===== config.mk =====
export PLATFORM = sky130hd
export DESIGN_NAME = code_guard
export DESIGN_NICKNAME = d
export VERILOG_FILES = /design/src/rtl/cg_pkg.sv /design/src/rtl/cg_key_array.sv /design/src/rtl/cg_lock_ctrl.sv /design/src/rtl/cg_access_gate.sv /design/src/rtl/code_guard.sv
export SDC_FILE = /design/constraint.sdc
export NUM_CORES = 1
export LEC_CHECK = 0
export CAP_MARGIN = 10
export CORE_UTILIZATION = 45
export CTS_CLUSTER_SIZE = 30
export DETAILED_ROUTE_END_ITERATION = 6
export SLEW_MARGIN = 20
export SYNTH_ARGS = -nofsm -noshare
export SYNTH_HDL_FRONTEND = slang
export SYNTH_SLANG_ARGS = --single-unit
export TNS_END_PERCENT = 1

===== constraint.sdc =====
create_clock -name clk -period 2.1 [get_ports clk]
set_input_delay 0.42 -clock clk [delete_from_list [all_inputs] [get_ports clk]]
set_output_delay 0.42 -clock clk [all_outputs]
set_load 0.01 [all_outputs]

===== src/rtl/cg_pkg.sv =====
package cg_pkg;

   localparam int LOCK_BITS = 3;

   typedef enum logic [1:0] {
      SEC_OPEN  = 2'd0,
      SEC_NOTBL = 2'd1,
      SEC_NOVFY = 2'd2,
      SEC_NOEXT = 2'd3
   } sec_lvl_t;

   // highest programmed bit decides
   function automatic sec_lvl_t lvl_of(input logic [LOCK_BITS-1:0] lb);
      if (lb[2])      return SEC_NOEXT;
      else if (lb[1]) return SEC_NOVFY;
      else if (lb[0]) return SEC_NOTBL;
      else            return SEC_OPEN;
   endfunction

endpackage


===== src/rtl/cg_key_array.sv =====
module cg_key_array #(
   parameter int DATA_W    = 8,
   parameter int KEY_DEPTH = 64,
   localparam int KEY_AW   = $clog2(KEY_DEPTH)
) (
   input  logic              clk,
   input  logic              erase,
   input  logic              wr_en,
   input  logic [KEY_AW-1:0] wr_idx,
   input  logic [DATA_W-1:0] wr_data,
   input  logic [KEY_AW-1:0] rd_idx,
   output logic [DATA_W-1:0] rd_key
);

   logic [KEY_DEPTH*DATA_W-1:0] key_flat;

   for (genvar i = 0; i < KEY_DEPTH; i++) begin : g_cell
      logic [DATA_W-1:0] q;
      always_ff @(posedge clk) begin
         if (erase)
            q <= '1;
         else if (wr_en && (wr_idx == KEY_AW'(i)))
            q <= wr_data;
      end
      assign key_flat[i*DATA_W +: DATA_W] = q;
   end

   assign rd_key = key_flat[rd_idx*DATA_W +: DATA_W];

endmodule


===== src/rtl/cg_lock_ctrl.sv =====
module cg_lock_ctrl
   import cg_pkg::*;
(
   input  logic                 clk,
   input  logic                 rst_n,
   input  logic                 erase,
   input  logic                 lock_wr,
   input  logic [LOCK_BITS-1:0] lock_set,
   input  logic                 ea_pin,
   output logic [LOCK_BITS-1:0] lb_q,
   output sec_lvl_t             lvl,
   output logic                 ea_state,
   output logic                 ea_armed
);

   // lock bits are non-volatile: untouched by reset
   always_ff @(posedge clk) begin
      if (erase)
         lb_q <= '0;
      else if (lock_wr)
         lb_q <= lb_q | lock_set;
   end

   assign lvl = lvl_of(lb_q);

   always_ff @(posedge clk or negedge rst_n) begin
      if (!rst_n) begin
         ea_armed <= 1'b1;
         ea_state <= 1'b0;
      end else if (ea_armed) begin
         ea_armed <= 1'b0;
         ea_state <= ea_pin;
      end else if (lvl == SEC_OPEN) begin
         ea_state <= ea_pin;
      end
   end

endmodule


===== src/rtl/cg_access_gate.sv =====
module cg_access_gate
   import cg_pkg::*;
#(
   parameter int DATA_W = 8
) (
   input  logic              clk,
   input  logic              rst_n,
   input  sec_lvl_t          lvl,
   input  logic [DATA_W-1:0] code_byte,
   input  logic [DATA_W-1:0] key,
   input  logic              vfy_req,
   input  logic              tbl_req,
   input  logic              xexe_req,
   input  logic              prog_req,
   input  logic              key_wr,
   output logic              key_wr_en,
   output logic [DATA_W-1:0] rd_data,
   output logic              vfy_ok,
   output logic              vfy_deny,
   output logic              tbl_ok,
   output logic              tbl_deny,
   output logic              xexe_ok,
   output logic              xexe_deny,
   output logic              prog_ok,
   output logic              prog_deny
);

   logic              vfy_allow, tbl_allow, prog_allow, ext_allow, any_prog;
   logic [DATA_W-1:0] vfy_word, data_nxt;

   always_comb begin
      vfy_allow  = (lvl == SEC_OPEN) || (lvl == SEC_NOTBL);
      tbl_allow  = (lvl == SEC_OPEN);
      prog_allow = (lvl == SEC_OPEN);
      ext_allow  = (lvl != SEC_NOEXT);
      any_prog   = prog_req | key_wr;
      vfy_word   = ~(code_byte ^ key);
      if (vfy_req)
         data_nxt = vfy_allow ? vfy_word : '1;
      else if (tbl_req)
         data_nxt = tbl_allow ? code_byte : '1;
      else
         data_nxt = '1;
   end

   assign key_wr_en = key_wr & prog_allow;

   always_ff @(posedge clk or negedge rst_n) begin
      if (!rst_n) begin
         rd_data   <= '1;
         vfy_ok    <= 1'b0;
         vfy_deny  <= 1'b0;
         tbl_ok    <= 1'b0;
         tbl_deny  <= 1'b0;
         xexe_ok   <= 1'b0;
         xexe_deny <= 1'b0;
         prog_ok   <= 1'b0;
         prog_deny <= 1'b0;
      end else begin
         rd_data   <= data_nxt;
         vfy_ok    <= vfy_req  &  vfy_allow;
         vfy_deny  <= vfy_req  & ~vfy_allow;
         tbl_ok    <= tbl_req  &  tbl_allow;
         tbl_deny  <= tbl_req  & ~tbl_allow;
         xexe_ok   <= xexe_req &  ext_allow;
         xexe_deny <= xexe_req & ~ext_allow;
         prog_ok   <= any_prog &  prog_allow;
         prog_deny <= any_prog & ~prog_allow;
      end
   end

endmodule


===== src/rtl/code_guard.sv =====
module code_guard
   import cg_pkg::*;
#(
   parameter int ADDR_W    = 16,
   parameter int DATA_W    = 8,
   parameter int KEY_DEPTH = 64
) (
   input  logic              clk,
   input  logic              rst_n,
   input  logic              ea_pin,
   input  logic [ADDR_W-1:0] addr,
   input  logic [DATA_W-1:0] code_byte,
   input  logic              vfy_req,
   input  logic              tbl_req,
   input  logic              xexe_req,
   input  logic              prog_req,
   input  logic              key_wr,
   input  logic              lock_wr,
   input  logic              erase,
   input  logic [DATA_W-1:0] wdata,
   output logic [DATA_W-1:0] rd_data,
   output logic              vfy_ok,
   output logic              vfy_deny,
   output logic              tbl_ok,
   output logic              tbl_deny,
   output logic              xexe_ok,
   output logic              xexe_deny,
   output logic              prog_ok,
   output logic              prog_deny,
   output logic              ea_state
);

   localparam int KEY_AW = $clog2(KEY_DEPTH);

   if (KEY_DEPTH != (1 << KEY_AW)) begin : g_bad_depth
      $error("KEY_DEPTH must be a power of two");
   end
   if (ADDR_W <= KEY_AW) begin : g_bad_addr
      $error("ADDR_W must exceed the key index width");
   end
   if (DATA_W < LOCK_BITS) begin : g_bad_data
      $error("DATA_W must hold the lock mask");
   end

   logic [LOCK_BITS-1:0] lb_q;
   sec_lvl_t             lvl;
   logic                 ea_armed;
   logic                 key_wr_en;
   logic [DATA_W-1:0]    key;
   logic                 unused_addr_hi;

   assign unused_addr_hi = ^addr[ADDR_W-1:KEY_AW];

   cg_lock_ctrl u_lock (
      .clk      (clk),
      .rst_n    (rst_n),
      .erase    (erase),
      .lock_wr  (lock_wr),
      .lock_set (wdata[LOCK_BITS-1:0]),
      .ea_pin   (ea_pin),
      .lb_q     (lb_q),
      .lvl      (lvl),
      .ea_state (ea_state),
      .ea_armed (ea_armed)
   );

   cg_key_array #(
      .DATA_W    (DATA_W),
      .KEY_DEPTH (KEY_DEPTH)
   ) u_keys (
      .clk     (clk),
      .erase   (erase),
      .wr_en   (key_wr_en),
      .wr_idx  (addr[KEY_AW-1:0]),
      .wr_data (wdata),
      .rd_idx  (addr[KEY_AW-1:0]),
      .rd_key  (key)
   );

   cg_access_gate #(
      .DATA_W (DATA_W)
   ) u_gate (
      .clk       (clk),
      .rst_n     (rst_n),
      .lvl       (lvl),
      .code_byte (code_byte),
      .key       (key),
      .vfy_req   (vfy_req),
      .tbl_req   (tbl_req),
      .xexe_req  (xexe_req),
      .prog_req  (prog_req),
      .key_wr    (key_wr),
      .key_wr_en (key_wr_en),
      .rd_data   (rd_data),
      .vfy_ok    (vfy_ok),
      .vfy_deny  (vfy_deny),
      .tbl_ok    (tbl_ok),
      .tbl_deny  (tbl_deny),
      .xexe_ok   (xexe_ok),
      .xexe_deny (xexe_deny),
      .prog_ok   (prog_ok),
      .prog_deny (prog_deny)
   );

endmodule


==> out/metrics.sh, run 1 <==
OUTCOME='finished with violations'
VIOLATIONS='DRC, setup timing'
CELLLEAKAGEPOWER_nW=12.7
MAXIMUM_BUFFER_DEPTH_OF_THE_CLOCK_TREE=3
HOLD_WC_PATH_TYPE='in2async'
PERIOD_SHARE_PCT=100
IO_PINS=59
VDD_DROP_MAX_mV=0.679
CRIT_CHAIN='clkdlybuf4s50_1, buf_4, nor2b_1, and2_2, buf_12, a22oi_1, nand4_1, a221o_1, o21ai_2'
FILLER_CELL_COUNT=4657
SETUP.WORST_PATH.END_CLASS='flip-flop'
HOLD-WORST-SLACK_PS=163
MULTIINPUTGATEAREA_UM2=12700
FINAL_NETS=2860
SYNTH_FLOP_CELL='sky130_fd_sc_hd__dfxtp_1'
WORST_PIN_SLEW_PS=1030
DRT_WL_TOTAL_UM=79100
CTS_HOLD_BUFFERS=0
WL_PER_CELL_UM=22.3
GLOBALROUTE.TOTALOVERFLOW=0
FINALCOREUTILIZATION_PCT=55.6
GRTUSAGEMET2_PCT=47.3
SYN-INSTANCE-COUNT=2641
SYNTH_CELL_TYPE_COUNT=42
DOMINANT_DELAY_CONTRIBUTOR_BY_CELL_FAMILY_ON_THE_CRITICAL_PATH='buffers and inverters'
GLOBAL_ROUTE.USAGE.MET3_PCT=4.41
CRIT_REQUIRED_PS=2650
SYNTHARSTFLOPSHARE_PCT=3.38
SYNTH_EDF_COUNT=0
NUM_ROWS=84
SETUP_WS_PS=-3.90
CRITICAL_PATH_ARRIVAL_PS=2650
PATH_BUF_INV=3
AVGVIACOUNTPERCELL=5.89
GLOBAL_ROUTE.USAGE.TOTAL_PCT=28.8
SYNTH_AREA_UM2=24200
AREA_DELTA_SYNTH_FINAL_PCT=21.2
SETUP_TNS_PS=-3.90
NUMBER_OF_ANTENNA_VIOLATIONS_AT_THE_FIRST_CHECK_IN_GLOBAL_ROUTING=1
CTS-HTREE-LEVELS=2
ACHIEVABLE-FREQUENCY_MHz=475
POWER_DENSITY_nW_PER_UM2=761
POST-DP-HPWL_UM=53900
RSZ_0062_RAISED_AFTER_GLOBAL_ROUTING='yes'
TIMING.CRITICAL_PATH.FROM_TYPE='primary input'
POST-LAYOUT-TOTAL-POWER_mW=22.4
VIAS=20900
FINAL-HOLD-VIOLATION-COUNT=0
CTS.CLK_SLEW.WORST_PATHS_PS=60
CRITICAL_PATH_CLASS='in2reg'
DIE_AREA_UM2=54800
DETAILED_ROUTING_ITERATIONS_PASS_1=7
POST_SYNTH.CELL_AREA_AVG_UM2=9.18
TIMING.RR.START='u_keys.g_cell[15].q[0]'
TIMING.REG2REG.SETUP_SLACK_PS=80
TIMING.CRITICAL_PATH.FANOUT_MAX=10
NUMPORTBUFFERS=48
FLOORPLAN.INITIALDENSITY_PCT=45.9
TIMING.FINAL.MAX_SLEW_VIOLATIONS=0
CTS_NUM_SINKS=533
YS_WARN_COUNT=0
DRC=4
GRT_START_MAX_NET_PINS=138
GRT_MOST_USED_LAYER='met2'
PLACE_CONGESTION=0.920
DIE_HEIGHT_UM=234
NUMBER_OF_SETUP_VIOLATIONS_IN_THE_FINAL_REPORT=1
DRIVE_GT1_SHARE_PCT=18.2
CTS_ROOT_BUFFER='sky130_fd_sc_hd__clkbuf_16'
R2R_END='u_gate.rd_data[0]'
CTS-BUFFERS-INSERTED=58
CTS_TREE='yes'
GRT_USE_MET1_PCT=38.9
SYN_NETS=2683
PERIOD_MINUS_SLACK_PS=2100
WORSTREGTOREGCELLS=5
FIN_WORST_SKEW_PS=14.6
POSTROUTEANTENNANETS=0
CRITPATHMAXSTAGEDELAY_PS=470
SLEW_HEADROOM_PCT=31.1
SYNTH_SEQUENTIAL_AREA_RATIO_PCT=44.4
REGAREA_UM2=10800
FIRST_GLOBAL_VIAS=20300
GRT_PASS1_WL_UM=122000
FP.DIEW_UM=234
SYNTH.FF_LATCH_COUNT=533
CORE_AREA_UM2=52900
CRIT_PATH_SLOWEST_CELL='sky130_fd_sc_hd__clkdlybuf4s50_1'
DRT_ITER0_MARKERS=1614
MAX_CAP_VIOLATIONS=0
WORST_SKEW_PAIR.LATE_LATENCY_PS=620
-- how the worst max path moves through the flow --
| stage | startpoint | to | slack (ps) | depth (start not counted) |
|---|---|---|---|---|
| final | addr[3] | u_gate.rd_data[4] | -4 | 9 |
| after global routing | addr[3] | u_gate.rd_data[0] | -70 | 9 |
| after CTS | u_lock.lb_q[1] | u_keys.g_cell[45].q[3] | 10 | 7 |
| after detailed placement | addr[3] | u_gate.rd_data[4] | -790 | 10 |
| after global placement | addr[3] | u_gate.rd_data[4] | -780 | 10 |
| after floorplan | addr[0] | u_gate.rd_data[6] | -5 | 7 |
-- power by group --
| group | leakage (nW) | internal, mW | switching (mW) |
|---|---|---|---|
| logic | 7.36 | 0.748 | 1.06 |
| clock network | 0.944 | 6.10 | 4.19 |
| registers | 4.38 | 10.2 | 0.0534 |
| total | 12.7 | 17.1 | 5.30 |
-- repair_timing --
| action | in CTS | in global routing |
|---|---|---|
| resized for setup | 18 | 26 |
| buffers inserted | 0 | 0 |
| pin swaps | 0 | 0 |
| endpoints found under the setup margin | 16 | 88 |
-- flip-flops by register name (all words and copies together) (netlist names) --
| name | flops |
|---|---|
| u_lock.ea_armed | 1 |
| u_gate.vfy_deny | 1 |
| u_gate.xexe_deny | 1 |
| u_lock.lb_q | 3 |
| u_gate.xexe_ok | 1 |
| u_gate.prog_deny | 1 |
| u_gate.vfy_ok | 1 |
| u_lock.ea_state | 1 |
| u_gate.tbl_ok | 1 |
| u_gate.rd_data | 8 |
| u_gate.prog_ok | 1 |
| u_gate.tbl_deny | 1 |
| u_keys.g_cell.q | 512 |
-- Yosys cell counts, types with 64 or more instances --
cell	instances	area, um^2
sky130_fd_sc_hd__a211o_1	176	1540
sky130_fd_sc_hd__and3_1	113	707
sky130_fd_sc_hd__mux4_2	64	1440
sky130_fd_sc_hd__nor2b_1	76	475
sky130_fd_sc_hd__mux2i_1	144	1440
sky130_fd_sc_hd__nor2_1	65	244
sky130_fd_sc_hd__nand2_1	700	2630
sky130_fd_sc_hd__a22oi_1	96	721
sky130_fd_sc_hd__clkbuf_1	158	593
sky130_fd_sc_hd__nand3b_1	320	2400
sky130_fd_sc_hd__dfxtp_1	515	10300
-- per-stage QoR --
| step | area (um^2) | std cells | worst slack, ps |
|---|---|---|---|
| 2_1_floorplan | 24300 | 2641 | -4.83 |
| 3_3_place_gp | 27400 | 3446 | -785 |
| 3_5_place_dp | 27400 | 3446 | -785 |
| 4_1_cts | 29300 | 3553 | 13.2 |
| 5_1_grt | 29400 | 3553 | -72.6 |
| 6_report | 29400 | 3554 | -3.90 |
-- placed cells by master, fill, tap and decap left out, types with 17 or more instances in the layout --
cell                                n
sky130_fd_sc_hd__clkbuf_1          20
sky130_fd_sc_hd__nand2_2           21
sky130_fd_sc_hd__a211o_1          176
sky130_fd_sc_hd__nand3b_1         320
sky130_fd_sc_hd__buf_12            48
sky130_fd_sc_hd__buf_4            235
sky130_fd_sc_hd__nor2b_1           71
sky130_fd_sc_hd__clkbuf_16         59
sky130_fd_sc_hd__a22oi_1           84
sky130_fd_sc_hd__nand4_1           17
sky130_fd_sc_hd__dfxtp_1          515
sky130_fd_sc_hd__and3_1           112
sky130_fd_sc_hd__mux2i_1          144
sky130_fd_sc_hd__mux4_2            64
sky130_fd_sc_hd__nor2_1            57
sky130_fd_sc_hd__clkdlybuf4s50_1   28
sky130_fd_sc_hd__nand2_1          688
sky130_fd_sc_hd__nand3_1           38
sky130_fd_sc_hd__nand2b_1          21
-- cell families after synthesis --
| group | Yosys count | synth area share [%] |
|---|---|---|
| AO/OA/AOI/OAI | 299 | 10.3 |
| multiplexers | 209 | 11.9 |
| flip-flops | 533 | 44.4 |
| other | 1 | 0.0155 |
| buffers and inverters | 214 | 3.79 |
| AND/OR/NAND/NOR | 1385 | 29.6 |
-- final cells by class --
type                       instances  share of cell area, %
tap                              688                   2.93
sequential                       533                   36.7
clock inverter                    15                  0.609
inverter                           1                 0.0128
antenna                            1                0.00852
timing repair buffer             330                   10.7
clock buffer                      92                   5.89
multi-input combinational       1894                   43.2
-- routing by layer --
metal	up-vias	share of wire (%)	wire length (um)
met5	-	0	0
met4	0	2.7	2140
met3	136	5.7	4540
met2	649	47	37300
met1	10500	44	35100
li1	9645	-	-
No activity file was read; power rests on OpenSTA's default activity.
==> run 2: changes to the inputs <==
--- a/config.mk
+++ b/config.mk
@@ -8,2 +8,3 @@
 export CAP_MARGIN = 10
+export CORE_MARGIN = 8
 export CORE_UTILIZATION = 45
@@ -11,2 +12,3 @@
 export DETAILED_ROUTE_END_ITERATION = 6
+export HOLD_SLACK_MARGIN = 0.08
 export SLEW_MARGIN = 20
--- a/constraint.sdc
+++ b/constraint.sdc
@@ -3,2 +3,2 @@
 set_output_delay 0.42 -clock clk [all_outputs]
-set_load 0.01 [all_outputs]
+set_load 0.02 [all_outputs]
==> run 2 against run 1 <==
The run ends with setup timing left. Clock power grew 8%. Total power rose by 3.7%. Sequential power barely moved. Utilization grew 0.11 points. Routed wire length decreased by 0.13%. Die area increased by 12%. Cell count increased by 0.76%. Count of clock-buffer cells in the layout shrank 8. Clock skew rose by 9.7 ps.
==> out/metrics.sh, run 2 (same netlist as run 1, synthesis figures left out) <==
OUTCOME='finished with violations'  # unchanged
VIOLATIONS='setup timing'  # was DRC, setup timing
CTS-HTREE-LEVELS=2  # unchanged
GLOBAL_ROUTE.USAGE.TOTAL_PCT=25.5  # was 28.8%
MAX_CAP_VIOLATIONS=0  # unchanged
TIMING.CRITICAL_PATH.FANOUT_MAX=9  # was 10
ACHIEVABLE-FREQUENCY_MHz=470  # was 475 MHz
CRIT_PATH_SLOWEST_CELL='sky130_fd_sc_hd__clkdlybuf4s50_1'  # unchanged
WORSTREGTOREGCELLS=6  # was 5
DIE_HEIGHT_UM=248  # was 234 um
SETUP.WORST_PATH.END_CLASS='flip-flop'  # unchanged
POWER_DENSITY_nW_PER_UM2=779  # was 761 nW/um^2
FINAL_CELLS=3581  # was 3554
DRIVE_GT1_SHARE_PCT=18.5  # was 18.2%
CRITICAL_PATH_ARRIVAL_PS=2670  # was 2650 ps
CORE_AREA_UM2=53500  # was 52900 um^2
FINAL_NETS=2881  # was 2860
PLACE_CONGESTION=0.867  # was 0.920
CTS_ROOT_BUFFER='sky130_fd_sc_hd__clkbuf_16'  # unchanged
DIODES=0  # was 1
GRT_PASS1_WL_UM=124000  # was 122000 um
CTS_NUM_SINKS=533  # unchanged
RSZ_0062_RAISED_AFTER_GLOBAL_ROUTING='yes'  # unchanged
MAXIMUM_BUFFER_DEPTH_OF_THE_CLOCK_TREE=3  # unchanged
FINAL-HOLD-VIOLATION-COUNT=0  # unchanged
POST_CTS_RESIZE_COUNT=13  # was 18
VIAS=20800  # was 20900
CRITICAL_PATH_CLASS='in2reg'  # unchanged
POSTROUTEANTENNANETS=0  # unchanged
SLEW_HEADROOM_PCT=35.6  # was 31.1%
PRE_CTS_WS_PS=-774  # was -785 ps
TIMING.RR.START='u_lock.lb_q[0]'  # was u_keys.g_cell[15].q[0]
MOST_FREQUENT_STANDARD_CELL_IN_THE_LAYOUT_EXCLUDING_FILL_AND_TAP_CELLS='sky130_fd_sc_hd__nand2_1'  # unchanged
HOLD-WORST-SLACK_PS=160  # was 163 ps
R2R_END='u_keys.g_cell[5].q[4]'  # was u_gate.rd_data[0]
WORST_PIN_SLEW_PS=966  # was 1030 ps
FINALCOREUTILIZATION_PCT=55.7  # was 55.6%
SETUP_TNS_PS=-72.0  # was -3.90 ps
CELL_COUNT_AFTER_PLACEMENT=3477  # was 3446
DIE_AREA_UM2=61600  # was 54800 um^2
PERIOD_MINUS_SLACK_PS=2130  # was 2100 ps
LARGESTREGISTERS='u_keys.g_cell.q (512), u_gate.rd_data (8), u_lock.lb_q (3)'  # unchanged
WORST_SKEW_PAIR.LATE_LATENCY_PS=620  # about the same
NUMBER_OF_SETUP_VIOLATIONS_IN_THE_FINAL_REPORT=4  # was 1
CTS_HOLD_BUFFERS=0  # unchanged
POST-DP-HPWL_UM=54400  # was 53900 um
MOSTFREQUENTLAYOUTCELLS='sky130_fd_sc_hd__nand2_1, sky130_fd_sc_hd__dfxtp_1, sky130_fd_sc_hd__nand3b_1'  # unchanged
CRITPATHMOSTFREQUENTCELL='sky130_fd_sc_hd__buf_4'
NUMPORTBUFFERS=48  # unchanged
FLOORPLAN.INITIALDENSITY_PCT=45.3  # was 45.9%
DOMINANT_DELAY_CONTRIBUTOR_BY_CELL_FAMILY_ON_THE_CRITICAL_PATH='buffers and inverters'  # unchanged
IO_PINS=59  # unchanged
LARGEST-REGISTER='u_keys.g_cell.q'  # unchanged
CRIT_REQUIRED_PS=2640  # was 2650 ps
TIMING.REG2REG.SETUP_SLACK_PS=30  # was 80 ps
VDD_DROP_MAX_mV=0.625  # was 0.679 mV
AVGVIACOUNTPERCELL=5.81  # was 5.89
WL_PER_CELL_UM=22.1  # was 22.3 um
TIMING.FINAL.MAX_SLEW_VIOLATIONS=0  # unchanged
PERIOD_SHARE_PCT=101  # was 100%
GLOBALROUTE.TOTALOVERFLOW=0  # unchanged
DRC=0  # was 4
LARGEST_REG_FLOPS=512  # unchanged
FP.DIEW_UM=248  # was 234 um
TIMING.CRITICAL_PATH.FROM_TYPE='primary input'  # unchanged
DETAILED_ROUTING_ITERATIONS_PASS_1=5  # was 7
DRT_WL_TOTAL_UM=79000  # was 79100 um
CTS_SETUP_BUFFERS=0  # unchanged
CTS.CLK_SLEW.WORST_PATHS_PS=70  # was 60 ps
CRIT_CHAIN='clkdlybuf4s50_1, buf_4, buf_4, and3_1, buf_12, a22oi_1, nand4_1, a221o_1, o21ai_1'  # was clkdlybuf4s50_1, buf_4, nor2b_1, and2_2, buf_12, a22oi_1, nand4_1, a221o_1, o21ai_2
HOLD_WC_PATH_TYPE='in2async'  # unchanged
PATH_BUF_INV=4  # was 3
SETUP_WS_PS=-26.8  # was -3.90 ps
CTS_TREE='yes'  # unchanged
CTS-BUFFERS-INSERTED=56  # was 58
FIN_WORST_SKEW_PS=24.4  # was 14.6 ps
AREA_DELTA_SYNTH_FINAL_PCT=22.9  # was 21.2%
FILLER_CELL_COUNT=4709  # was 4657
CELLLEAKAGEPOWER_nW=12.9  # was 12.7 nW
NUMBER_OF_ANTENNA_VIOLATIONS_AT_THE_FIRST_CHECK_IN_GLOBAL_ROUTING=1  # unchanged
FIRST_GLOBAL_VIAS=20600  # was 20300
CRITPATHMAXSTAGEDELAY_PS=400  # was 470 ps
DRT_ITER0_MARKERS=1767  # was 1614
NUM_ROWS=85  # was 84
GRT_START_MAX_NET_PINS=94  # was 138
-- run 2: cell types whose count changed in the layout (fill, tap and decap cells not counted), moves of 2 or more --
cell                        previous run  this run
sky130_fd_sc_hd__buf_4               235       247
sky130_fd_sc_hd__a22oi_1              84        95
sky130_fd_sc_hd__a22oi_2              12         1
sky130_fd_sc_hd__buf_12               48        59
sky130_fd_sc_hd__bufinv_16             4        12
sky130_fd_sc_hd__clkbuf_1             20        15
sky130_fd_sc_hd__clkinv_2             10         6
sky130_fd_sc_hd__clkbuf_16            59        57
-- run 2: how the worst max path moves through the flow --
stage	to	depth (start not counted)	slack, ps	start
finish	u_gate.rd_data[7]	9	-30	addr[3]
global route	u_gate.rd_data[2]	10	-60	addr[3]
CTS	u_keys.g_cell[37].q[4]	7	20	u_lock.lb_q[0]
detailed placement	u_gate.rd_data[7]	8	-770	addr[2]
global placement	u_gate.rd_data[7]	8	-770	addr[2]
floorplan	u_gate.rd_data[6]	7	-5	addr[0]
-- run 2: worst register-to-register path, stage by stage (launching register included) --
cell and delay [ps]:
sky130_fd_sc_hd__dfxtp_1 330, sky130_fd_sc_hd__nor3_4 250, sky130_fd_sc_hd__nand2_1 200, sky130_fd_sc_hd__nor3_2 250, sky130_fd_sc_hd__buf_12 240, sky130_fd_sc_hd__nand2_1 320
sky130_fd_sc_hd__a211o_1 380
-- run 2: area by class of cell --
type	instances	area, um^2	share of cell area (%)
clock buffer	84	1650	5.53
clock inverter	20	408	1.37
inverter	1	3.75	0.0126
multi-input combinational	1894	12600	42.4
sequential	533	10800	36.2
tap	696	871	2.92
timing repair buffer	353	3460	11.6
-- run 2: power breakdown --
part	leakage [nW]	internal [mW]	switching (mW)	total, mW
Combinational	7.55	0.756	1.08	1.84
Clock	1.01	6.87	4.21	11.1
Sequential	4.38	10.2	0.0542	10.3
-- run 2: through the flow --
step / instance area, um^2 / total power [mW]
3_3_place_gp: 27700 / 12.3
5_1_grt: 29800 / 23.8
4_1_cts: 29700 / 23.4
2_1_floorplan: 24300 / 11.5
3_5_place_dp: 27700 / 12.3
6_report: 29800 / 23.2
-- run 2: layer usage --
layer	track usage (%)	wire length, um	up-vias	part of all wire, %
li1	-	-	9703	-
met4	7.55	2050	0	2.6
met1	35.0	35300	10300	45
met3	3.16	4560	125	5.8
met2	42.0	37200	683	47
met5	0	0	-	0
